`src/rtl/i2c_tgt_pkg.sv`:
```
package i2c_tgt_pkg;
  typedef enum logic [3:0] {
    ST_IDLE,
    ST_DEV,
    ST_DEV_ACK,
    ST_WADDR,
    ST_WADDR_ACK,
    ST_WDATA,
    ST_WDATA_ACK,
    ST_RDATA,
    ST_RACK,
    ST_IGNORE
  } tgt_state_e;
endpackage

```
`src/rtl/i2c_bus_sync.sv`:
```
module i2c_bus_sync #(
  parameter int SYNC_STAGES = 2
) (
  input  logic clk_i,
  input  logic rst_ni,
  input  logic scl_i,
  input  logic sda_i,
  output logic scl_o,
  output logic sda_o,
  output logic scl_rise_o,
  output logic scl_fall_o,
  output logic start_o,
  output logic stop_o
);
  localparam int TOP = SYNC_STAGES - 1;

  logic [TOP:0] scl_ff, sda_ff;
  logic scl_q, sda_q;

  always_ff @(posedge clk_i or negedge rst_ni) begin
    if (!rst_ni) begin
      scl_ff <= '1;
      sda_ff <= '1;
      scl_q  <= 1'b1;
      sda_q  <= 1'b1;
    end else begin
      scl_ff <= {scl_ff[TOP-1:0], scl_i};
      sda_ff <= {sda_ff[TOP-1:0], sda_i};
      scl_q  <= scl_ff[TOP];
      sda_q  <= sda_ff[TOP];
    end
  end

  assign scl_o      = scl_ff[TOP];
  assign sda_o      = sda_ff[TOP];
  assign scl_rise_o = scl_ff[TOP] & ~scl_q;
  assign scl_fall_o = ~scl_ff[TOP] & scl_q;
  // bus conditions need SCL high on both samples
  assign start_o    = scl_ff[TOP] & scl_q & sda_q & ~sda_ff[TOP];
  assign stop_o     = scl_ff[TOP] & scl_q & ~sda_q & sda_ff[TOP];
endmodule

```
`src/rtl/i2c_addr_ptr.sv`:
```
module i2c_addr_ptr #(
  parameter int ADDR_W = 4
) (
  input  logic              clk_i,
  input  logic              rst_ni,
  input  logic              load_i,
  input  logic [ADDR_W-1:0] load_val_i,
  input  logic              inc_i,
  output logic [ADDR_W-1:0] ptr_o
);
  localparam logic [ADDR_W-1:0] LAST = '1;

  always_ff @(posedge clk_i or negedge rst_ni) begin
    if (!rst_ni)     ptr_o <= '0;
    else if (load_i) ptr_o <= load_val_i;
    else if (inc_i)  ptr_o <= (ptr_o == LAST) ? '0 : ptr_o + 1'b1;
  end
endmodule

```
`src/rtl/i2c_mem_target.sv`:
```
module i2c_mem_target
  import i2c_tgt_pkg::*;
#(
  parameter logic [6:0] DEV_ADDR    = 7'h52,
  parameter int         ADDR_W      = 4,
  parameter int         SYNC_STAGES = 2
) (
  input  logic              clk_i,
  input  logic              rst_ni,
  input  logic              scl_i,
  input  logic              sda_i,
  output logic              sda_oe_o,
  output logic [ADDR_W-1:0] mem_addr_o,
  output logic              mem_we_o,
  output logic [7:0]        mem_wdata_o,
  input  logic [7:0]        mem_rdata_i
);
  localparam int DATA_W = 8;
  localparam int BIT_W  = $clog2(DATA_W + 1);
  localparam logic [BIT_W-1:0] FULL = BIT_W'(DATA_W);
  localparam logic [BIT_W-1:0] LAST_BIT = BIT_W'(DATA_W - 1);

  logic scl_s, sda_s, scl_rise, scl_fall, start_c, stop_c;
  tgt_state_e state_q;
  logic [BIT_W-1:0]  bitcnt_q;
  logic [DATA_W-1:0] shreg_q, wdata_q;
  logic sda_oe_q, we_q, rd_q, mack_q;
  logic ptr_load, ptr_inc;
  logic [ADDR_W-1:0] ptr;

  i2c_bus_sync #(.SYNC_STAGES(SYNC_STAGES)) sync_i (
    .clk_i(clk_i), .rst_ni(rst_ni), .scl_i(scl_i), .sda_i(sda_i),
    .scl_o(scl_s), .sda_o(sda_s), .scl_rise_o(scl_rise), .scl_fall_o(scl_fall),
    .start_o(start_c), .stop_o(stop_c)
  );

  always_comb begin
    ptr_load = (state_q == ST_WADDR) && scl_fall && (bitcnt_q == FULL);
    ptr_inc  = we_q || ((state_q == ST_RACK) && scl_rise && !sda_s);
  end

  i2c_addr_ptr #(.ADDR_W(ADDR_W)) ptr_i (
    .clk_i(clk_i), .rst_ni(rst_ni), .load_i(ptr_load),
    .load_val_i(shreg_q[ADDR_W-1:0]), .inc_i(ptr_inc), .ptr_o(ptr)
  );

  always_ff @(posedge clk_i or negedge rst_ni) begin
    if (!rst_ni) begin
      state_q  <= ST_IDLE;
      bitcnt_q <= '0;
      shreg_q  <= '0;
      wdata_q  <= '0;
      sda_oe_q <= 1'b0;
      we_q     <= 1'b0;
      rd_q     <= 1'b0;
      mack_q   <= 1'b0;
    end else begin
      we_q <= 1'b0;
      if (stop_c) begin
        state_q  <= ST_IDLE;
        sda_oe_q <= 1'b0;
      end else if (start_c) begin
        state_q  <= ST_DEV;
        bitcnt_q <= '0;
        sda_oe_q <= 1'b0;
      end else begin
        unique case (state_q)
          ST_DEV, ST_WADDR, ST_WDATA: begin
            if (scl_rise && bitcnt_q != FULL) begin
              shreg_q  <= {shreg_q[DATA_W-2:0], sda_s};
              bitcnt_q <= bitcnt_q + 1'b1;
            end else if (scl_fall && bitcnt_q == FULL) begin
              if (state_q == ST_DEV) begin
                if (shreg_q[7:1] == DEV_ADDR) begin
                  sda_oe_q <= 1'b1;
                  rd_q     <= shreg_q[0];
                  state_q  <= ST_DEV_ACK;
                end else begin
                  state_q  <= ST_IGNORE;
                end
              end else if (state_q == ST_WADDR) begin
                sda_oe_q <= 1'b1;
                state_q  <= ST_WADDR_ACK;
              end else begin
                sda_oe_q <= 1'b1;
                we_q     <= 1'b1;
                wdata_q  <= shreg_q;
                state_q  <= ST_WDATA_ACK;
              end
            end
          end
          ST_DEV_ACK: begin
            if (scl_fall) begin
              bitcnt_q <= '0;
              if (rd_q) begin
                shreg_q  <= mem_rdata_i;
                sda_oe_q <= ~mem_rdata_i[DATA_W-1];
                state_q  <= ST_RDATA;
              end else begin
                sda_oe_q <= 1'b0;
                state_q  <= ST_WADDR;
              end
            end
          end
          ST_WADDR_ACK, ST_WDATA_ACK: begin
            if (scl_fall) begin
              sda_oe_q <= 1'b0;
              bitcnt_q <= '0;
              state_q  <= ST_WDATA;
            end
          end
          ST_RDATA: begin
            if (scl_fall) begin
              if (bitcnt_q == LAST_BIT) begin
                sda_oe_q <= 1'b0;
                bitcnt_q <= '0;
                state_q  <= ST_RACK;
              end else begin
                bitcnt_q <= bitcnt_q + 1'b1;
                shreg_q  <= {shreg_q[DATA_W-2:0], 1'b0};
                sda_oe_q <= ~shreg_q[DATA_W-2];
              end
            end
          end
          ST_RACK: begin
            if (scl_rise) mack_q <= ~sda_s;
            else if (scl_fall) begin
              if (mack_q) begin
                shreg_q  <= mem_rdata_i;
                sda_oe_q <= ~mem_rdata_i[DATA_W-1];
                state_q  <= ST_RDATA;
              end else begin
                sda_oe_q <= 1'b0;
                state_q  <= ST_IGNORE;
              end
            end
          end
          default: ;
        endcase
      end
    end
  end

  assign sda_oe_o    = sda_oe_q;
  assign mem_addr_o  = ptr;
  assign mem_we_o    = we_q;
  assign mem_wdata_o = wdata_q;
endmodule

```
`config.mk`:
```
export PLATFORM = sky130hd
export DESIGN_NAME = i2c_mem_target
export DESIGN_NICKNAME = d
export VERILOG_FILES = /design/src/rtl/i2c_tgt_pkg.sv /design/src/rtl/i2c_bus_sync.sv /design/src/rtl/i2c_addr_ptr.sv /design/src/rtl/i2c_mem_target.sv
export SDC_FILE = /design/constraint.sdc
export NUM_CORES = 1
export LEC_CHECK = 0
export ABC_AREA = 1
export BUFFER_PORTS_ARGS = -buffer_cell sky130_fd_sc_hd__buf_2
export CAP_MARGIN = 20
export CORE_MARGIN = 1
export CORE_UTILIZATION = 58
export CTS_CLUSTER_DIAMETER = 120
export DETAILED_ROUTE_END_ITERATION = 6
export PLACE_DENSITY = 0.78
export SETUP_SLACK_MARGIN = 0.05
export SYNTH_ARGS = -nofsm -noshare
export SYNTH_HDL_FRONTEND = slang
export SYNTH_HIERARCHICAL = 1
export SYNTH_SLANG_ARGS = --single-unit
```
`constraint.sdc`:
```
create_clock -name clk_i -period 2.3 [get_ports clk_i]
set_clock_uncertainty 0.2 [all_clocks]
set_input_delay 0.46 -clock clk_i [delete_from_list [all_inputs] [get_ports clk_i]]
set_output_delay 0.46 -clock clk_i [all_outputs]
set_load 0.05 [all_outputs]
```
## Word level (Yosys, flattened, before mapping)

Index checks and enable logic that the tools add are counted.

- Add/sub/neg operators: 2
- Eq/ne operators: 33
- Mux-type cells: 56
- Bitwise gates (word level): 18
- Reductions and logical operators: 22

Operators with widths:

| kind | number |
|---|---|
| 4-bit 2-to-1 mux | 21 |
| 8-bit 2-to-1 mux | 8 |
| 4-bit != test, second input constant | 9 |
| 8-bit case mux with 4 select lines | 1 |
| 1-bit 2-to-1 mux | 21 |
| 4-bit by 3-bit == test with 1-bit output, second input constant | 5 |
| 4-bit case mux with 5 select lines | 1 |
| 9-bit AND reduction | 2 |
| 2-bit != test, second input constant | 8 |
| 7-bit AND reduction | 2 |
| 4-bit == test, second input constant | 3 |
| 4-bit case mux with 3 select lines | 1 |
| 1-bit NOT | 11 |
| 11-bit AND reduction | 1 |
| 4-bit by 1-bit adder with 4-bit output, second input constant | 2 |
| 4-bit by 2-bit == test with 1-bit output, second input constant | 2 |
| 4-bit nonzero test | 2 |
| 1-bit AND | 7 |
| 7-bit == test, second input constant | 1 |
| 7-bit nonzero test | 1 |
| 1-bit logical AND | 6 |
| 3-bit != test, second input constant | 2 |
| 3-bit OR reduction | 2 |
| 5-bit != test, second input constant | 1 |
| other kinds (11) | 11 |

- Register bits: 38
- Bits of input ports: 12
- Output and inout bits: 14
- Word-level logic and storage cells: 144

## Longest topological paths before layout

Gate-level depths: netlist (run 1).

- Depth after elaboration: 8
- Gate-level depth with buffers: 11
- Gate-level depth less buffers: 11

## Hierarchy

The synthesis (run 1) kept the hierarchy.

By module, submodules not included:

| module | instances | cells each | area an instance (um2) | seq. area each (um2) |
|---|---|---|---|---|
| i2c_mem_target | 1 | 261 | 1,831.8 | 700.7 |
| i2c_addr_ptr | 1 | 36 | 272.8 | 100.1 |
| i2c_bus_sync | 1 | 17 | 198.9 | 157.7 |

## Least setup slack after synthesis (run 1)

No wires, ideal clock.

- Path type: register to register
- From: register sync_i.scl_q
- To: register ptr_i.ptr_o[3]
- Setup time: 0.123 ns
- Arrival time: 1.633 ns
- Required time: 1.977 ns
- Path slack: 0.343 ns
- Stages on the path, launching flop included: 11
- Buffers on the path: 1
- Period minus slack after synthesis: 1.957 ns
- Path through: dfstp_2 -> inv_1 -> nor2_1 -> inv_1 -> nor4_1 -> buf_6 -> nor2_8 -> nor2_1 -> nand2_1 -> nor2_1 -> nor2_1

- Elaborated cells on any way between the ends: 10
- Those cells by class: 1 x mux; 3 x bitwise; 6 x reduce/logical

RTL lines:

| item | line | source |
|---|---|---|
| from (decl) | i2c_bus_sync.sv:18 | `logic scl_q, sda_q;` |
| from (signal assigned) | i2c_bus_sync.sv:29 | `scl_q <= scl_ff[TOP];` |
| 1-bit AND (*) | i2c_bus_sync.sv:37 | `assign scl_fall_o = ~scl_ff[TOP] & scl_q;` |
| via scl_fall | i2c_mem_target.sv:23 | `logic scl_s, sda_s, scl_rise, scl_fall, start_c, stop_c;` |
| 1-bit logical AND (*) (2 in series) | i2c_mem_target.sv:38 | `ptr_load = (state_q == ST_WADDR) && scl_fall && (bitcnt_q == FULL);` |
| via ptr_load | i2c_mem_target.sv:28 | `logic ptr_load, ptr_inc;` |
| 4-bit 2-to-1 mux or 2-bit nonzero test (tied branches) | -- |  |
| to (signal assigned) | i2c_addr_ptr.sv:15 | `else if (load_i) ptr_o <= load_val_i;` |
| to (signal assigned) | i2c_addr_ptr.sv:16 | `else if (inc_i) ptr_o <= (ptr_o == LAST) ? '0 : ptr_o + 1'b1;` |
| to (decl) | i2c_addr_ptr.sv:9 | `output logic [ADDR_W-1:0] ptr_o` |

Mark *: on every way through the listed nets, which the timed path passes. The rest lies on a longest branch.
A chain may end at the register's enable or synchronous reset.

## Worst setup path in the final report (run 1)

- From: register sync_i.scl_ff[1]
- To: register state_q[2]

- Word-level cells in the longest chain between the ends: 5
- Elaborated cells on any way between the ends: 22
- Those cells by class: 8 x eq/ne; 2 x mux; 8 x bitwise; 4 x reduce/logical

RTL lines:

| item | line | source |
|---|---|---|
| from (decl) | i2c_bus_sync.sv:17 | `logic [TOP:0] scl_ff, sda_ff;` |
| from (signal assigned) | i2c_bus_sync.sv:27 | `scl_ff <= {scl_ff[TOP-1:0], scl_i};` |
| 1-bit AND (*) (3 in series) | i2c_bus_sync.sv:40 | `assign stop_o = scl_ff[TOP] & scl_q & ~sda_q & sda_ff[TOP];` |
| via stop_c | i2c_mem_target.sv:23 |  |
| 4-bit != test (no line) or 7-bit nonzero test (tied branches) | -- |  |
| 9-bit AND reduction (no line) | -- |  |
| to (signal assigned) | i2c_mem_target.sv:49 | `state_q <= ST_IDLE;` |
| to (signal assigned) | i2c_mem_target.sv:60 | `state_q <= ST_IDLE;` |
| to (signal assigned) | i2c_mem_target.sv:63 | `state_q <= ST_DEV;` |
| to (decl) | i2c_mem_target.sv:24 | `tgt_state_e state_q;` |

Marks and branches as above.

==> metrics.yaml, run 1 <==
cts_root_buffer: "clkbuf_8"
synth_cells: 314
crit_type: "flip-flop to flip-flop"
nNetsFinal: 362
grt_pass1_vias: 1908
syn_avg_cell_area_um2: 7.336
die-width_um: 65.02
fin_ws_ps: 168.6
ir_worst_vdd_v: 0.0006902
antenna_found_initial: 0
power.density_mw_per_mm2: 1269
synth_top_area_cell: "dfrtp_1"
ctsHoldBuffers: 0
worst_slew_pin_slew_ps: 470.3
yosysUniqueCellTypes: 29
layout_common_cells: "84 x nand2_1, 44 x inv_1, 38 x nor2_1"
grt-ovfl-total: 0
antenna-diode-count: 0
dr_total_vias: 2119
synth_area_leaders: "dfrtp_1 35%, nand2_1 14%, inv_1 7.2%"
violations: "negative hold slack"
insertion_delay_ps: 300
ys.warnings.count: 6
totalWireLength_mm: 5.161
portBuffers: 25
antenna_left: 0
place.gp.congestion: 0.9745
clock_sinks: 38
start_util: 0.6153
cts_buffers: 5
p_leak_nw: 1.398
clkTransAtPathRegs_ps: 80
netlist_area_mm2: 0.002303
drtPass1Iterations: 4
h-tree-depth: 2
die_h_um: 65.02
dieArea_mm2: 0.004228
use_met1: 0.3934
place_ws_ps: 206.8
grt_use_total: 0.2750
cap_viol_max_count: 0
via_per_inst: 5.351
grt_max_degree: 39
gr-usage-met3: 0.04225
ff2ff_path_depth: 10
drive_above_1_share: 0.2126
hold_viol: 6
grt-busiest-layer: "met2"
syn_nets: 329
place_hpwl_mm: 3.855
drt-initial-drc-count: 89
tns_ps: 0
ios: 26
grt_first_pass_wirelength_mm: 8.825
post-route-drc-count: 0
final_common_cell: "nand2_1"
avgRoutedWirePerCell_um: 13.03
cp.required_ps: 2340
outcome: "complete, but fails checks"
syn2layout_area_growth_pct: 14.94
ys_ff_latch: 38
setup_viol: 0
yosysSeqAreaShare: 0.4161
power_mw: 3.360
drv_slew: 0
core-area_mm2: 0.003744
crit_arrival_ps: 2170
min_period_ps: 2131
hold_path_class: "primary input to asynchronous set/reset pin"
end_kind: "flip-flop"
max-slew-margin-rel: 0.6864
hold_ws_ps: -6.522
clk_path_buf_depth: 2
fmax_mhz: 469.2
min_period_over_period: 0.9267
cts_tree: "yes"
grt_use_met2: 0.4258
n_fill_cell: 330
cp_max_fo: 9
start_kind: "flip-flop"
synth_top_cell_area_share: 0.3476
rsz0062_at_grt: "yes"
rows: 22
[critical path: stages (launching register included)]
cell,delay (ps)
dfstp_2,560
nand2_1,80
nor2_1,310
nor2_4,130
inv_1,170
nor2_1,70
nor2_1,140
nand3_1,110
nor2_2,170
nand2_1,80
nand2_1,70
[flip-flops by register name, summed over array words and instances (netlist names)]
name and cells:
ptr_i/ptr_o 4, mack_q 1, sda_oe_o 1, sync_i/sda_ff 2, state_q 4, bitcnt_q 4, sync_i/sda_q 1, sync_i/scl_ff 2
shreg_q 8, mem_wdata_o 8, rd_q 1, mem_we_o 1, sync_i/scl_q 1
[stage by stage]
step                      hold WS [ps]  utilization  std cells  cell area [um2]
final                           -6.522       0.7072        396             2648
after global placement           150.0       0.6678        388             2500
after global routing             36.30       0.7072        396             2648
after CTS                        16.79       0.7059        396             2643
after floorplan                 -35.59            -        314             2303
after detailed placement         147.0       0.6678        388             2500
[power by group]
part | switching (mW) | internal [mW] | total [mW] | leakage, nW
combinational | 1.12 | 0.503 | 1.63 | 0.839
clock | 0.248 | 0.463 | 0.710 | 0.0714
sequential | 0.179 | 0.844 | 1.02 | 0.488
[layer usage]
| metal | up-vias | routed length (um) |
|---|---|---|
| met3 | 10 | 266 |
| met1 | 985 | 2442 |
| met4 | 0 | 70 |
| met2 | 62 | 2382 |
| li1 | 1062 | - |
| met5 | - | 0 |
[kinds of logic after synthesis]
family          count (synthesis)  synth area share
simple gates                  170            0.3379
buf+inv                        50           0.08908
fa+ha+maj                       3           0.01630
xor+xnor                        2          0.007606
compound gates                 51            0.1331
flops                          38            0.4161
[area by class of cell]
cell class	count	area, um2	share of cell area
multi-input cells	226	1151	0.4348
flip-flops and latches	38	958.4	0.3620
inverters	46	172.7	0.06522
clock inverters	2	60.06	0.02268
repair buffers	30	162.7	0.06144
well taps	48	60.06	0.02268
clock buffers	6	82.58	0.03119
[path summary, 6_finish.rpt]
check	start	to	slack, ps
worst max-delay path	sync_i/scl_ff[1]	state_q[2]	170
worst min-delay path	rst_ni	sda_oe_o	-7
worst max register to register	sync_i/scl_ff[1]	state_q[2]	170
worst min register to register	sync_i/scl_ff[0]	sync_i/scl_ff[1]	160
max in group asynchronous	rst_ni	sync_i/scl_ff[1]	1550
min in group clk_i	sda_i	sync_i/sda_ff[0]	60
[synthesized netlist by cell type]
cell	n
nor4_1	1
inv_2	2
buf_6	2
o31ai_1	1
a21oi_1	6
nor2_1	38
nand3_1	24
nand2_4	2
o21bai_1	1
o211ai_1	2
inv_1	44
nor3_1	4
nand3_4	1
nand2_1	84
o21ai_1	1
nor2_2	7
xor2_1	2
nand2_2	5
ha_1	3
nor2_4	1
nand4_1	1
nor2_8	1
dfrtp_1	32
a22oi_1	3
dfstp_2	6
nand4_4	1
o21ai_0	28
buf_2	2
o21ai_2	9
[repair_timing]
action                     in CTS  in global routing
setup endpoints to repair       0                  4
resized for setup               0                  1
buffers inserted                0                  0
No activity file was read; power rests on OpenSTA's default activity.
==> inputs of run 2 (changes only) <==
--- a/config.mk
+++ b/config.mk
@@ -13,6 +13,7 @@
 export CTS_CLUSTER_DIAMETER = 120
 export DETAILED_ROUTE_END_ITERATION = 6
 export PLACE_DENSITY = 0.78
+export REMOVE_ABC_BUFFERS = 1
 export SETUP_SLACK_MARGIN = 0.05
 export SYNTH_ARGS = -nofsm -noshare
 export SYNTH_HDL_FRONTEND = slang
==> metrics.yaml, run 2 (synthesis gave the netlist of run 1 again) <==
grt_use_total: 0.2881
hold_path_class: "primary input to flip-flop"
gr-usage-met3: 0.05282
tns_ps: 0
ir_worst_vdd_v: 0.0007289
drtPass1Iterations: 4
power_mw: 3.379
rows: 22
antenna-diode-count: 0
totalWireLength_mm: 5.269
setup_viol: 0
reg2reg_from: "sync_i/scl_ff[1]"
hold_start: "scl_i"
crit_family: "simple AND/OR/NAND/NOR gates"
slowest_stage: "dfstp_2"
grt-ovfl-total: 0
via_per_inst: 5.296
crit_type: "flip-flop to flip-flop"
clkTransAtPathRegs_ps: 70
grt_max_degree: 27
power.density_mw_per_mm2: 1264
ios: 26
start_util: 0.6153
min_period_ps: 2056
p_leak_nw: 1.408
fmax_mhz: 486.3
final_common_cell: "nand2_1"
r2r_slack_ps: 240
drt-initial-drc-count: 248
hold_viol: 0
die_h_um: 65.02
drive_above_1_share: 0.2171
die-width_um: 65.02
multi_input_area_mm2: 0.001159
holdPathEnd: "sync_i/scl_ff[0]"
antenna_found_initial: 0
max-slew-margin-rel: 0.6163
min_period_over_period: 0.8941
dr_total_vias: 2108
portBuffers: 25
nNetsFinal: 364
grt_first_pass_wirelength_mm: 9.197
core-area_mm2: 0.003744
cp_slowest_stage_delay_ps: 550
cap_viol_max_count: 0
insertion_delay_ps: 290
rsz0062_at_grt: "no"
place_ws_ps: 180.2
grt-busiest-layer: "met2"
ff2ff_path_depth: 10
antenna_left: 0
cts_buffers: 5
syn2layout_area_growth_pct: 16.02
cts_root_buffer: "clkbuf_8"
end_kind: "flip-flop"
fin_ws_ps: 243.7
drv_slew: 0
cp.required_ps: 2330
r2r-end: "state_q[0]"
cts_tree: "yes"
cp_max_fo: 9
start_kind: "flip-flop"
h-tree-depth: 2
hold_ws_ps: 62.14
place.gp.congestion: 0.9622
post-route-drc-count: 0
worst_slew_pin_slew_ps: 575.5
crit_arrival_ps: 2080
n_fill_cell: 325
avgRoutedWirePerCell_um: 13.24
cp_num_buf_inv: 1
place_hpwl_mm: 4.024
grt_pass1_vias: 2069
outcome: "finished, final reports clean"
clk_path_buf_depth: 2
regArea_um2: 958.4
hold_depth: 1
use_met1: 0.3539
layout_common_cells: "84 x nand2_1, 44 x inv_1, 37 x nor2_1"
clock_sinks: 38
path_cells: "nand2_1 -> nor2_1 -> nor2_4 -> inv_1 -> nor2_1 -> nor2_1 -> nand3_1 -> nor2_2 -> nand2_1 -> nand2_1"
dieArea_mm2: 0.004228
grt_use_met2: 0.4896
-- run 2: cell types whose count changed in the layout (fill, tap and decap cells not counted) --
cell           change
o21ai_1            +1
nor2_4             +1
buf_4              +1
o21ai_0            -1
dlygate4sd3_1      +1
nor2_1             -1
-- run 2: per-layer routing --
| metal | up-vias | routed length, um | part of all wire |
|---|---|---|---|
| met5 | - | 0 | 0 |
| met4 | 0 | 133 | 0.025 |
| met1 | 950 | 2394 | 0.45 |
| met2 | 78 | 2480 | 0.47 |
| met3 | 13 | 261 | 0.050 |
| li1 | 1067 | - | - |
-- run 2: worst register-to-register path, cell delays in order, from the launching register on --
cell and delay (ps):
dfstp_2 550, nand2_1 80, nor2_1 270, nor2_4 100, inv_1 160, nor2_1 70, nor2_1 150, nand3_1 130
nor2_2 150, nand2_1 80, nand2_1 70
-- run 2: power breakdown --
part	total (mW)	leakage, nW	switching (mW)	internal, mW
Sequential	1.03	0.488	0.185	0.844
Clock	0.701	0.0714	0.239	0.463
Combinational	1.65	0.849	1.14	0.513
-- run 2: metrics by stage --
step                cell area (um2)    util  cells
floorplan                      2271       -    310
global placement               2507  0.6698    389
detailed placement             2507  0.6698    389
CTS                            2660  0.7106    398
global route                   2673  0.7139    398
finish                         2673  0.7139    398
-- run 2: how the worst max path moves through the flow --
| stage | start | end | cells after the start |
|---|---|---|---|
| floorplan | sync_i/scl_q | ptr_i/ptr_o[3] | 9 |
| global placement | sync_i/scl_ff[1] | sda_oe_o | 9 |
| detailed placement | sync_i/sda_ff[1] | shreg_q[4] | 9 |
| CTS | sync_i/sda_ff[1] | shreg_q[4] | 9 |
| global route | sync_i/scl_ff[1] | state_q[0] | 9 |
| finish | sync_i/scl_ff[1] | state_q[0] | 10 |
-- run 2: layout make-up --
class | instances | share of cell area
multi-input cells | 226 | 0.4335
flip-flops and latches | 38 | 0.3586
repair buffers | 32 | 0.06742
inverters | 46 | 0.06461
clock buffers | 6 | 0.03090
clock inverters | 2 | 0.02247
well taps | 48 | 0.02247
-- run 2: repair_timing --
action / CTS / global route
hold endpoints to repair: 19 / 0
setup buffers: 0 / 0
resized for setup: 0 / 4
hold buffers: 1 / 0
setup endpoints to repair: 0 / 12
